==> config.mk <==
export PLATFORM = sky130hd
export DESIGN_NAME = burst_read_sequencer
export DESIGN_NICKNAME = d
export VERILOG_FILES = /design/src/rtl/brs_pkg.sv /design/src/rtl/brs_control.sv /design/src/rtl/brs_datapath.sv /design/src/rtl/burst_read_sequencer.sv
export SDC_FILE = /design/constraint.sdc
export NUM_CORES = 1
export LEC_CHECK = 0
export BUFFER_PORTS_ARGS = -buffer_cell sky130_fd_sc_hd__buf_4
export CORE_AREA = 2 2 532 534
export CTS_BUF_LIST = sky130_fd_sc_hd__clkbuf_2
export DETAILED_ROUTE_END_ITERATION = 8
export DIE_AREA = 0 0 534 536
export GPL_TIMING_DRIVEN = 0
export HOLD_SLACK_MARGIN = 0.05
export PLACE_DENSITY = 0.36
export SETUP_SLACK_MARGIN = 0.15
export SLEW_MARGIN = 5
export SYNTH_ARGS = -nofsm -noshare
export SYNTH_HDL_FRONTEND = slang
export SYNTH_SLANG_ARGS = --single-unit
==> constraint.sdc <==
create_clock -name clk -period 6.3 [get_ports clk]
set_input_delay 0.315 -clock clk [delete_from_list [all_inputs] [get_ports clk]]
set_output_delay 0.315 -clock clk [all_outputs]
set_load 0.02 [all_outputs]
==> src/rtl/brs_pkg.sv <==
package brs_pkg;
  localparam int BURST_W = 4;

  typedef enum logic [1:0] {ST_IDLE, ST_ISSUE, ST_IMM, ST_DONE} seqState_t;

  // control -> datapath
  typedef struct packed {
    logic load;
    logic issue;
    logic beat;
    logic emitImm;
  } seqStrobe_t;

  // datapath -> control
  typedef struct packed {
    logic [BURST_W-1:0] burstLen;
    logic               lastRx;
    logic               badDesc;
    logic               isImm;
  } dpStatus_t;
endpackage

==> src/rtl/brs_control.sv <==
module brs_control
  import brs_pkg::*;
#(
  parameter int MAX_BURST   = 8,
  parameter int WAIT_ALLOW  = 4,
  parameter int MAX_PENDING = 128
) (
  input  logic       clk,
  input  logic       rstN,
  input  logic       descValid,
  output logic       descReady,
  input  logic       rdWaitRequest,
  input  logic       rdDataValid,
  input  dpStatus_t  status,
  output seqStrobe_t strobe,
  output logic       rdRead,
  output logic       doneStrobe
);
  localparam int WC_W   = $clog2(WAIT_ALLOW + 1);
  localparam int PEND_W = $clog2(MAX_PENDING + 1);
  localparam int PSUM_W = PEND_W + 1;

  seqState_t         state, stateNext;
  logic [WC_W-1:0]   waitCnt;
  logic [PEND_W-1:0] pending;
  logic              canIssue;
  logic [PSUM_W-1:0] pendingAfter;

  assign descReady    = (state == ST_IDLE);
  assign doneStrobe   = (state == ST_DONE);
  assign pendingAfter = PSUM_W'(pending) + PSUM_W'(status.burstLen);
  assign canIssue     = (state == ST_ISSUE) && (status.burstLen != '0) &&
                        (waitCnt < WC_W'(WAIT_ALLOW)) &&
                        (pendingAfter <= PSUM_W'(MAX_PENDING));
  assign rdRead       = canIssue;

  always_comb begin
    strobe.load    = descReady && descValid;
    strobe.issue   = canIssue;
    strobe.beat    = (state == ST_ISSUE) && rdDataValid;
    strobe.emitImm = (state == ST_IMM);
  end

  always_comb begin
    stateNext = state;
    unique case (state)
      ST_IDLE:  if (strobe.load)
                  stateNext = status.badDesc ? ST_DONE : (status.isImm ? ST_IMM : ST_ISSUE);
      ST_ISSUE: if (strobe.beat && status.lastRx) stateNext = ST_DONE;
      ST_IMM:   stateNext = ST_DONE;
      ST_DONE:  stateNext = ST_IDLE;
      default:  stateNext = ST_IDLE;
    endcase
  end

  always_ff @(posedge clk or negedge rstN) begin
    if (!rstN) begin
      state   <= ST_IDLE;
      waitCnt <= '0;
      pending <= '0;
    end else begin
      state   <= stateNext;
      waitCnt <= rdWaitRequest ? waitCnt + WC_W'(canIssue) : '0;
      pending <= pending + (canIssue ? PEND_W'(status.burstLen) : '0)
                         - (strobe.beat ? PEND_W'(1) : '0);
    end
  end

  assert_pending_cap_R9: assert property (@(posedge clk) disable iff (!rstN)
    pending <= PEND_W'(MAX_PENDING));
  assert_wait_allowance_R8: assert property (@(posedge clk) disable iff (!rstN)
    waitCnt <= WC_W'(WAIT_ALLOW));
  assert_burst_range_R2: assert property (@(posedge clk) disable iff (!rstN)
    rdRead |-> (status.burstLen >= 1 && status.burstLen <= BURST_W'(MAX_BURST)));
  assert_done_pulse_R12: assert property (@(posedge clk) disable iff (!rstN)
    doneStrobe |=> (!doneStrobe && descReady));
endmodule

==> src/rtl/brs_datapath.sv <==
module brs_datapath
  import brs_pkg::*;
#(
  parameter int ADDR_W    = 64,
  parameter int DATA_W    = 512,
  parameter int DW_CNT_W  = 18,
  parameter int MAX_BURST = 8
) (
  input  logic                clk,
  input  logic                rstN,
  input  seqStrobe_t          strobe,
  input  logic [ADDR_W-1:0]   descSrcAddr,
  input  logic [DW_CNT_W-1:0] descDwords,
  input  logic                descFixedSrc,
  input  logic                descImmed,
  input  logic [63:0]         descImmData,
  input  logic [DATA_W-1:0]   rdData,
  input  logic [1:0]          rdResponse,
  output dpStatus_t           status,
  output logic [ADDR_W-1:0]   rdAddress,
  output logic [BURST_W-1:0]  rdBurstCount,
  output logic [DATA_W/8-1:0] rdByteEnable,
  output logic                outValid,
  output logic [DATA_W-1:0]   outData,
  output logic [DATA_W/8-1:0] outKeep,
  output logic                outLast,
  output logic                doneError
);
  localparam int BYTES       = DATA_W / 8;
  localparam int DW_PER_BEAT = DATA_W / 32;
  localparam int OFF_W       = $clog2(BYTES);
  localparam int REM_W       = $clog2(DW_PER_BEAT);
  localparam int BEAT_W      = DW_CNT_W - REM_W + 1;
  localparam int PAGE_W      = 12;
  localparam logic [PAGE_W-1:0] PAGE_LAST8 = PAGE_W'((1 << PAGE_W) - 8);

  logic [ADDR_W-1:0] addrQ;
  logic [BEAT_W-1:0] fullLeftQ, rxLeftQ;
  logic [REM_W-1:0]  remQ;
  logic              remPendQ, fixedQ, immTwoQ, errQ;
  logic [63:0]       immDataQ;
  logic              badImm, badMem;
  logic [BURST_W-1:0] burstLen;

  function automatic logic [BYTES-1:0] dwMask(input logic [REM_W-1:0] n);
    logic [BYTES-1:0] m;
    for (int i = 0; i < BYTES; i++) m[i] = (i < 4 * int'(n));
    return m;
  endfunction

  assign badImm = descImmed && ((descDwords == '0) || (descDwords > DW_CNT_W'(2)) ||
                  ((descDwords == DW_CNT_W'(2)) && (descSrcAddr[PAGE_W-1:0] > PAGE_LAST8)));
  assign badMem = !descImmed && ((descDwords == '0) || (descSrcAddr[OFF_W-1:0] != '0));

  always_comb begin
    if (fullLeftQ != '0)
      burstLen = (fullLeftQ >= BEAT_W'(MAX_BURST)) ? BURST_W'(MAX_BURST) : BURST_W'(fullLeftQ);
    else
      burstLen = remPendQ ? BURST_W'(1) : '0;
    status.burstLen = burstLen;
    status.lastRx   = (rxLeftQ == BEAT_W'(1));
    status.badDesc  = badImm || badMem;
    status.isImm    = descImmed;
  end

  assign rdAddress    = addrQ;
  assign rdBurstCount = burstLen;
  assign rdByteEnable = (fullLeftQ != '0) ? '1 : dwMask(remQ);
  assign doneError    = errQ;

  always_ff @(posedge clk or negedge rstN) begin
    if (!rstN) begin
      addrQ <= '0; fullLeftQ <= '0; rxLeftQ <= '0; remQ <= '0;
      remPendQ <= 1'b0; fixedQ <= 1'b0; immTwoQ <= 1'b0; errQ <= 1'b0;
      immDataQ <= '0; outValid <= 1'b0; outData <= '0; outKeep <= '0; outLast <= 1'b0;
    end else begin
      outValid <= 1'b0;
      outLast  <= 1'b0;
      if (strobe.load) begin
        addrQ     <= descSrcAddr;
        fullLeftQ <= BEAT_W'(descDwords[DW_CNT_W-1:REM_W]);
        remQ      <= descDwords[REM_W-1:0];
        remPendQ  <= (descDwords[REM_W-1:0] != '0);
        rxLeftQ   <= BEAT_W'(descDwords[DW_CNT_W-1:REM_W]) +
                     BEAT_W'(descDwords[REM_W-1:0] != '0);
        fixedQ    <= descFixedSrc;
        immDataQ  <= descImmData;
        immTwoQ   <= (descDwords == DW_CNT_W'(2));
        errQ      <= badImm || badMem;
      end
      if (strobe.issue) begin
        if (fullLeftQ != '0) fullLeftQ <= fullLeftQ - BEAT_W'(burstLen);
        else                 remPendQ  <= 1'b0;
        if (!fixedQ) addrQ <= addrQ + (ADDR_W'(burstLen) << OFF_W);
      end
      if (strobe.beat) begin
        rxLeftQ  <= rxLeftQ - BEAT_W'(1);
        outValid <= 1'b1;
        outData  <= rdData;
        outKeep  <= ((rxLeftQ == BEAT_W'(1)) && (remQ != '0)) ? dwMask(remQ) : '1;
        outLast  <= (rxLeftQ == BEAT_W'(1));
        if (rdResponse != 2'b00) errQ <= 1'b1;
      end
      if (strobe.emitImm) begin
        outValid <= 1'b1;
        outData  <= DATA_W'(immTwoQ ? immDataQ : {32'b0, immDataQ[31:0]});
        outKeep  <= immTwoQ ? BYTES'(8'hFF) : BYTES'(4'hF);
        outLast  <= 1'b1;
      end
    end
  end

  assert_fixed_addr_R4: assert property (@(posedge clk) disable iff (!rstN)
    (fixedQ && !strobe.load) |=> $stable(rdAddress));
  assert_full_enables_R2: assert property (@(posedge clk) disable iff (!rstN)
    (strobe.issue && rdBurstCount > BURST_W'(1)) |-> (&rdByteEnable));
  assert_last_has_valid_R10: assert property (@(posedge clk) disable iff (!rstN)
    outLast |-> outValid);
endmodule

==> src/rtl/burst_read_sequencer.sv <==
module burst_read_sequencer
  import brs_pkg::*;
#(
  parameter int ADDR_W      = 64,
  parameter int DATA_W      = 512,
  parameter int DW_CNT_W    = 18,
  parameter int MAX_BURST   = 8,
  parameter int WAIT_ALLOW  = 4,
  parameter int MAX_PENDING = 128
) (
  input  logic                clk,
  input  logic                rstN,
  input  logic                descValid,
  output logic                descReady,
  input  logic [ADDR_W-1:0]   descSrcAddr,
  input  logic [DW_CNT_W-1:0] descDwords,
  input  logic                descFixedSrc,
  input  logic                descImmed,
  input  logic [63:0]         descImmData,
  output logic                rdRead,
  output logic [ADDR_W-1:0]   rdAddress,
  output logic [BURST_W-1:0]  rdBurstCount,
  output logic [DATA_W/8-1:0] rdByteEnable,
  input  logic                rdWaitRequest,
  input  logic                rdDataValid,
  input  logic [DATA_W-1:0]   rdData,
  input  logic [1:0]          rdResponse,
  output logic                outValid,
  output logic [DATA_W-1:0]   outData,
  output logic [DATA_W/8-1:0] outKeep,
  output logic                outLast,
  output logic                doneStrobe,
  output logic                doneError
);
  seqStrobe_t strobe;
  dpStatus_t  status;

  brs_control #(.MAX_BURST(MAX_BURST), .WAIT_ALLOW(WAIT_ALLOW), .MAX_PENDING(MAX_PENDING)) u_ctrl (
    .clk(clk), .rstN(rstN), .descValid(descValid), .descReady(descReady),
    .rdWaitRequest(rdWaitRequest), .rdDataValid(rdDataValid), .status(status),
    .strobe(strobe), .rdRead(rdRead), .doneStrobe(doneStrobe)
  );

  brs_datapath #(.ADDR_W(ADDR_W), .DATA_W(DATA_W), .DW_CNT_W(DW_CNT_W), .MAX_BURST(MAX_BURST)) u_dp (
    .clk(clk), .rstN(rstN), .strobe(strobe), .descSrcAddr(descSrcAddr),
    .descDwords(descDwords), .descFixedSrc(descFixedSrc), .descImmed(descImmed),
    .descImmData(descImmData), .rdData(rdData), .rdResponse(rdResponse), .status(status),
    .rdAddress(rdAddress), .rdBurstCount(rdBurstCount), .rdByteEnable(rdByteEnable),
    .outValid(outValid), .outData(outData), .outKeep(outKeep), .outLast(outLast),
    .doneError(doneError)
  );
endmodule

==> out/metrics.yaml, run 1 <==
die_height_um: 536
cts-htree-levels: 4
portBuffers: 1380
start_util_pct: 11.4
hold_buffers: 1817
synth-edff-count: 0
stop_stage: "clock tree synthesis"
die_x_um: 534
numCtsBuffers: 225
error: "[ERROR RSZ-0060] Max buffer count reached."
numPlacedInstances: 8682
gp_congestion: 0.889
syn_area_um2: 31900
status: "aborted with a tool error"
pin_count: 1381
async_flop_share_pct: 100
syn_inst: 3548
dp_hpwl_mm: 209
seq_area_frac_synth_pct: 55.6
synth_top_flop_cell: "dfrtp_1"
cts_resized: 5
root_buffer: "clkbuf_2"
numClockSinks: 709
place_area_um2: 47200
synth_nets: 4255
cts_buffer_depth: 4
yosys_register_bits: 709
ys_types: 78
syn_area_per_cell_um2: 8.99
rows: 195
ys_warn_count: 0
cts_setup_buffers: 6
[cell families after synthesis]
kind of cell	Yosys count	synth area share, %
compound gates	744	13.5
xor+xnor	26	0.714
fa+ha+maj	40	1.66
buf+inv	374	5.77
flops	709	55.6
mux	64	2.01
simple gates	1591	20.8
[stage by stage]
step	utilization (%)	setup WS, ps	hold WS [ps]
after floorplan	-	290	19.4
after global placement	16.7	-5040	459
after detailed placement	16.8	-490	375
[cell usage after synthesis (11+ instances only)]
cell type / count / area share [%]
a31oi_1: 12 / 0.24
dfrtp_1: 709 / 56
nand4_1: 16 / 0.31
mux2i_1: 64 / 2.0
xnor2_1: 19 / 0.52
buf_2: 14 / 0.22
o221a_2: 14 / 0.49
nand3_1: 39 / 0.61
and4_1: 11 / 0.30
and3_1: 29 / 0.57
a21oi_1: 488 / 7.7
nor2_1: 93 / 1.1
buf_4: 102 / 2.4
nand2_1: 1266 / 15
ha_1: 36 / 1.4
o21ai_0: 96 / 1.5
a211oi_1: 47 / 1.1
a311oi_1: 11 / 0.30
and2_1: 17 / 0.33
nor4_1: 14 / 0.27
nor3_1: 45 / 0.71
or3_1: 11 / 0.22
inv_1: 48 / 0.56
clkbuf_1: 194 / 2.3
==> run 2: changes to the inputs <==
--- a/config.mk
+++ b/config.mk
@@ -6,14 +6,11 @@
 export NUM_CORES = 1
 export LEC_CHECK = 0
 export BUFFER_PORTS_ARGS = -buffer_cell sky130_fd_sc_hd__buf_4
-export CORE_AREA = 2 2 532 534
-export CTS_BUF_LIST = sky130_fd_sc_hd__clkbuf_2
+export CORE_AREA = 2 2 545 547
 export DETAILED_ROUTE_END_ITERATION = 8
-export DIE_AREA = 0 0 534 536
+export DIE_AREA = 0 0 547 549
 export GPL_TIMING_DRIVEN = 0
-export HOLD_SLACK_MARGIN = 0.05
-export PLACE_DENSITY = 0.36
-export SETUP_SLACK_MARGIN = 0.15
+export PLACE_DENSITY_LB_ADDON = 0.15
 export SLEW_MARGIN = 5
 export SYNTH_ARGS = -nofsm -noshare
 export SYNTH_HDL_FRONTEND = slang
==> run 2 against run 1 <==
  * Area after synthesis unchanged
  * Synthesized cell count unchanged
  * The flow now finishes without violations
==> out/metrics.yaml, run 2 <==
synth_top_flop_cell: "dfrtp_1"  # unchanged
numCtsBuffers: 104  # was 225
start_util_pct: 10.8  # was 11.4%
synth_top_family_by_area: "simple AND/OR/NAND/NOR gates"  # unchanged
grt_max_degree: 96
synth_top_cell_area_share_pct: 55.6  # unchanged
fin_skew_ps: 34.8
numPlacedInstances: 8876  # was 8682
place_ws_ps: -443  # was -490 ps
synth_compound_area_share_pct: 13.5  # unchanged
synth-simple-area-share_pct: 20.8  # unchanged
status: "finished, final reports clean"  # was aborted with a tool error
antenna_found_initial: 98
drv_slew: 0
grt_pass1_vias: 36433
yosys_register_bits: 709  # unchanged
synth_nets: 4255  # unchanged
yosys.area_share.xor_xnor_pct: 0.714  # unchanged
portBuffers: 1380  # unchanged
ys_types: 78  # unchanged
period_needed_ps: 5750
clkTransAtPathRegs_ps: 70
wl_per_cell_um: 24.4
synth_area_leaders: "dfrtp_1, nand2_1, a21oi_1"  # unchanged
dp_hpwl_mm: 197  # was 209 mm
pin_count: 1381  # unchanged
root_buffer: "clkbuf_16"  # was clkbuf_2
cts_tree: "done"
cts_buffer_depth: 4  # unchanged
die_height_um: 549  # was 536 µm
worstPathArrival_ps: 6410
gp_congestion: 0.873  # was 0.889
drc: 0
largest_reg_flops: 512
insertion_delay_ps: 800
ys_top_cells_by_count: "nand2_1, dfrtp_1, a21oi_1"  # unchanged
vdd_drop_max_uv: 227
grt_pass1_wl_mm: 319
hold_violations: 0
gr-usage-all-layers_pct: 15.2
firstDrtPassIters: 6
vias_per_cell: 3.62
ant_nets: 0
syn_inst: 3548  # unchanged
synth-edff-count: 0  # unchanged
syn_area_per_cell_um2: 8.99  # unchanged
crit_required_ps: 6970
drive_above_1_share_pct: 29.6
max_slew_margin_pct: 10.1
start_kind: "flip-flop"
setup_ws_ps: 554
coreArea_um2: 295000
drt-initial-drc-count: 2324
finalWirelength_mm: 238
holdWs_ps: 6.72
critPathCaptureType: "flip-flop"
path_class: "flip-flop to flip-flop"
fin_crit_sh_pct: 91.2
yosysMostFrequentCell: "nand2_1"  # unchanged
syn2layout_area_growth_pct: 80.0
drv_cap: 0
finalNetCount: 6416
leakagePower_uw: 0.0262
async_flop_share_pct: 100  # unchanged
final_cell_mix: "buf_4, nand2_1, dfrtp_1"
ys_warn_count: 0  # unchanged
power-per-cell-area_nw_per_um2: 512
numClockSinks: 709  # unchanged
worstPathMaxFanout: 10
tns_ps: 0
synthMuxAreaShare_pct: 2.01  # unchanged
syn_area_um2: 31900  # unchanged
grt_overflow_total: 0
dieArea_um2: 300000
fin_cells: 9743
report.final.setup_viol: 0
largest-register: "u_dp.outData"
rsz0062_at_grt: "no"
die_x_um: 547  # was 534 µm
synth_area_leader_cell: "dfrtp_1"  # unchanged
fmax_mhz: 174
cts-htree-levels: 3  # was 4
vias: 35318
fillers: 33240
rows: 200  # was 195
synthAdderAreaFrac_pct: 1.66  # unchanged
p_total_uw: 29400
final_common_cell: "buf_4"
seq_area_frac_synth_pct: 55.6  # unchanged
hold_path.class: "input pin to flip-flop"
worst_pin_slew_ps: 1350
-- run 2: kinds of logic after synthesis --
kind of cell	after synthesis
AOI/OAI and AO/OA	744
muxes	64
and+or+nand+nor	1591
buffers and inverters	374
xor gates and xnor gates	26
adders and majority gates	40
DFF	709
-- run 2: critical path, stage by stage (launching register included) --
cell and delay (ps):
dfrtp_1 460, nor4_4 350, and4_1 220, buf_2 190, inv_1 200, nor2_4 270
ha_1 250, fa_1 420, or3_1 430, a221oi_4 260, a31oi_4 150, buf_6 200
a211oi_4 340, nand2_1 110, ha_1 330, inv_1 50, ha_1 270, a21o_1 180
a21oi_1 250, o21bai_1 120, a21oi_1 260, o21ai_0 150, xnor2_1 140
-- run 2: path summary, 6_finish.rpt --
kind | start | endpoint | slack, ps | cells past startpoint
min in group asynchronous | rstN | u_dp.rdAddress[23] | 160 | 2
worst min register to register | u_dp.immDataQ[5] | u_dp.immDataQ[5] | 470 | 2
worst max-delay path | u_dp.fullLeftQ[7] | u_ctrl.pending[7] | 550 | 22
worst min-delay path | rdData[295] | u_dp.outData[295] | 7 | 3
max in group asynchronous | rstN | u_dp.outData[505] | 4040 | 6
worst max register to register | u_dp.fullLeftQ[7] | u_ctrl.pending[7] | 550 | 22
-- run 2: layer usage --
layer	part of all wire [%]	GRT usage [%]	up-vias
li1	-	-	16132
met1	44	20.4	17438
met2	45	24.0	1421
met5	0.14	0	-
met4	2.6	4.07	54
met3	8.1	4.10	273
-- run 2: power breakdown --
group          internal, µW  switching [µW]
Sequential             6810            1810
Clock                  3380            2440
Combinational          5350            9610
-- run 2: metrics by stage --
step           utilization (%)  area [µm²]
3_3_place_gp              16.0       47200
6_report                  19.5       57400
3_5_place_dp              16.1       47500
2_1_floorplan                -       31900
5_1_grt                   19.5       57400
4_1_cts                   19.4       57400
-- run 2: timing repair --
| item | 4_1_cts | 5_1_grt |
|---|---|---|
| hold buffers | 663 | 0 |
| buffers inserted | 2 | 1 |
| endpoints found under the setup margin | 3 | 3 |
| pin swaps | 1 | 1 |
| endpoints found under the hold margin | 759 | 0 |
| resized for setup | 2 | 2 |
-- run 2: final cells by class --
| type | instances | area (µm²) | share of cell area [%] |
|---|---|---|---|
| flip-flops and latches | 709 | 17700 | 30.9 |
| inverters | 49 | 184 | 0.320 |
| multi-input cells | 2465 | 12400 | 21.5 |
| clock buffers | 159 | 3050 | 5.31 |
| well taps | 3939 | 4930 | 8.58 |
| clock inverters | 18 | 185 | 0.322 |
| plain buffers | 325 | 1660 | 2.90 |
| repair buffers | 2055 | 17300 | 30.1 |
| diodes | 24 | 60.1 | 0.105 |
(Power assumes the default switching activity.)
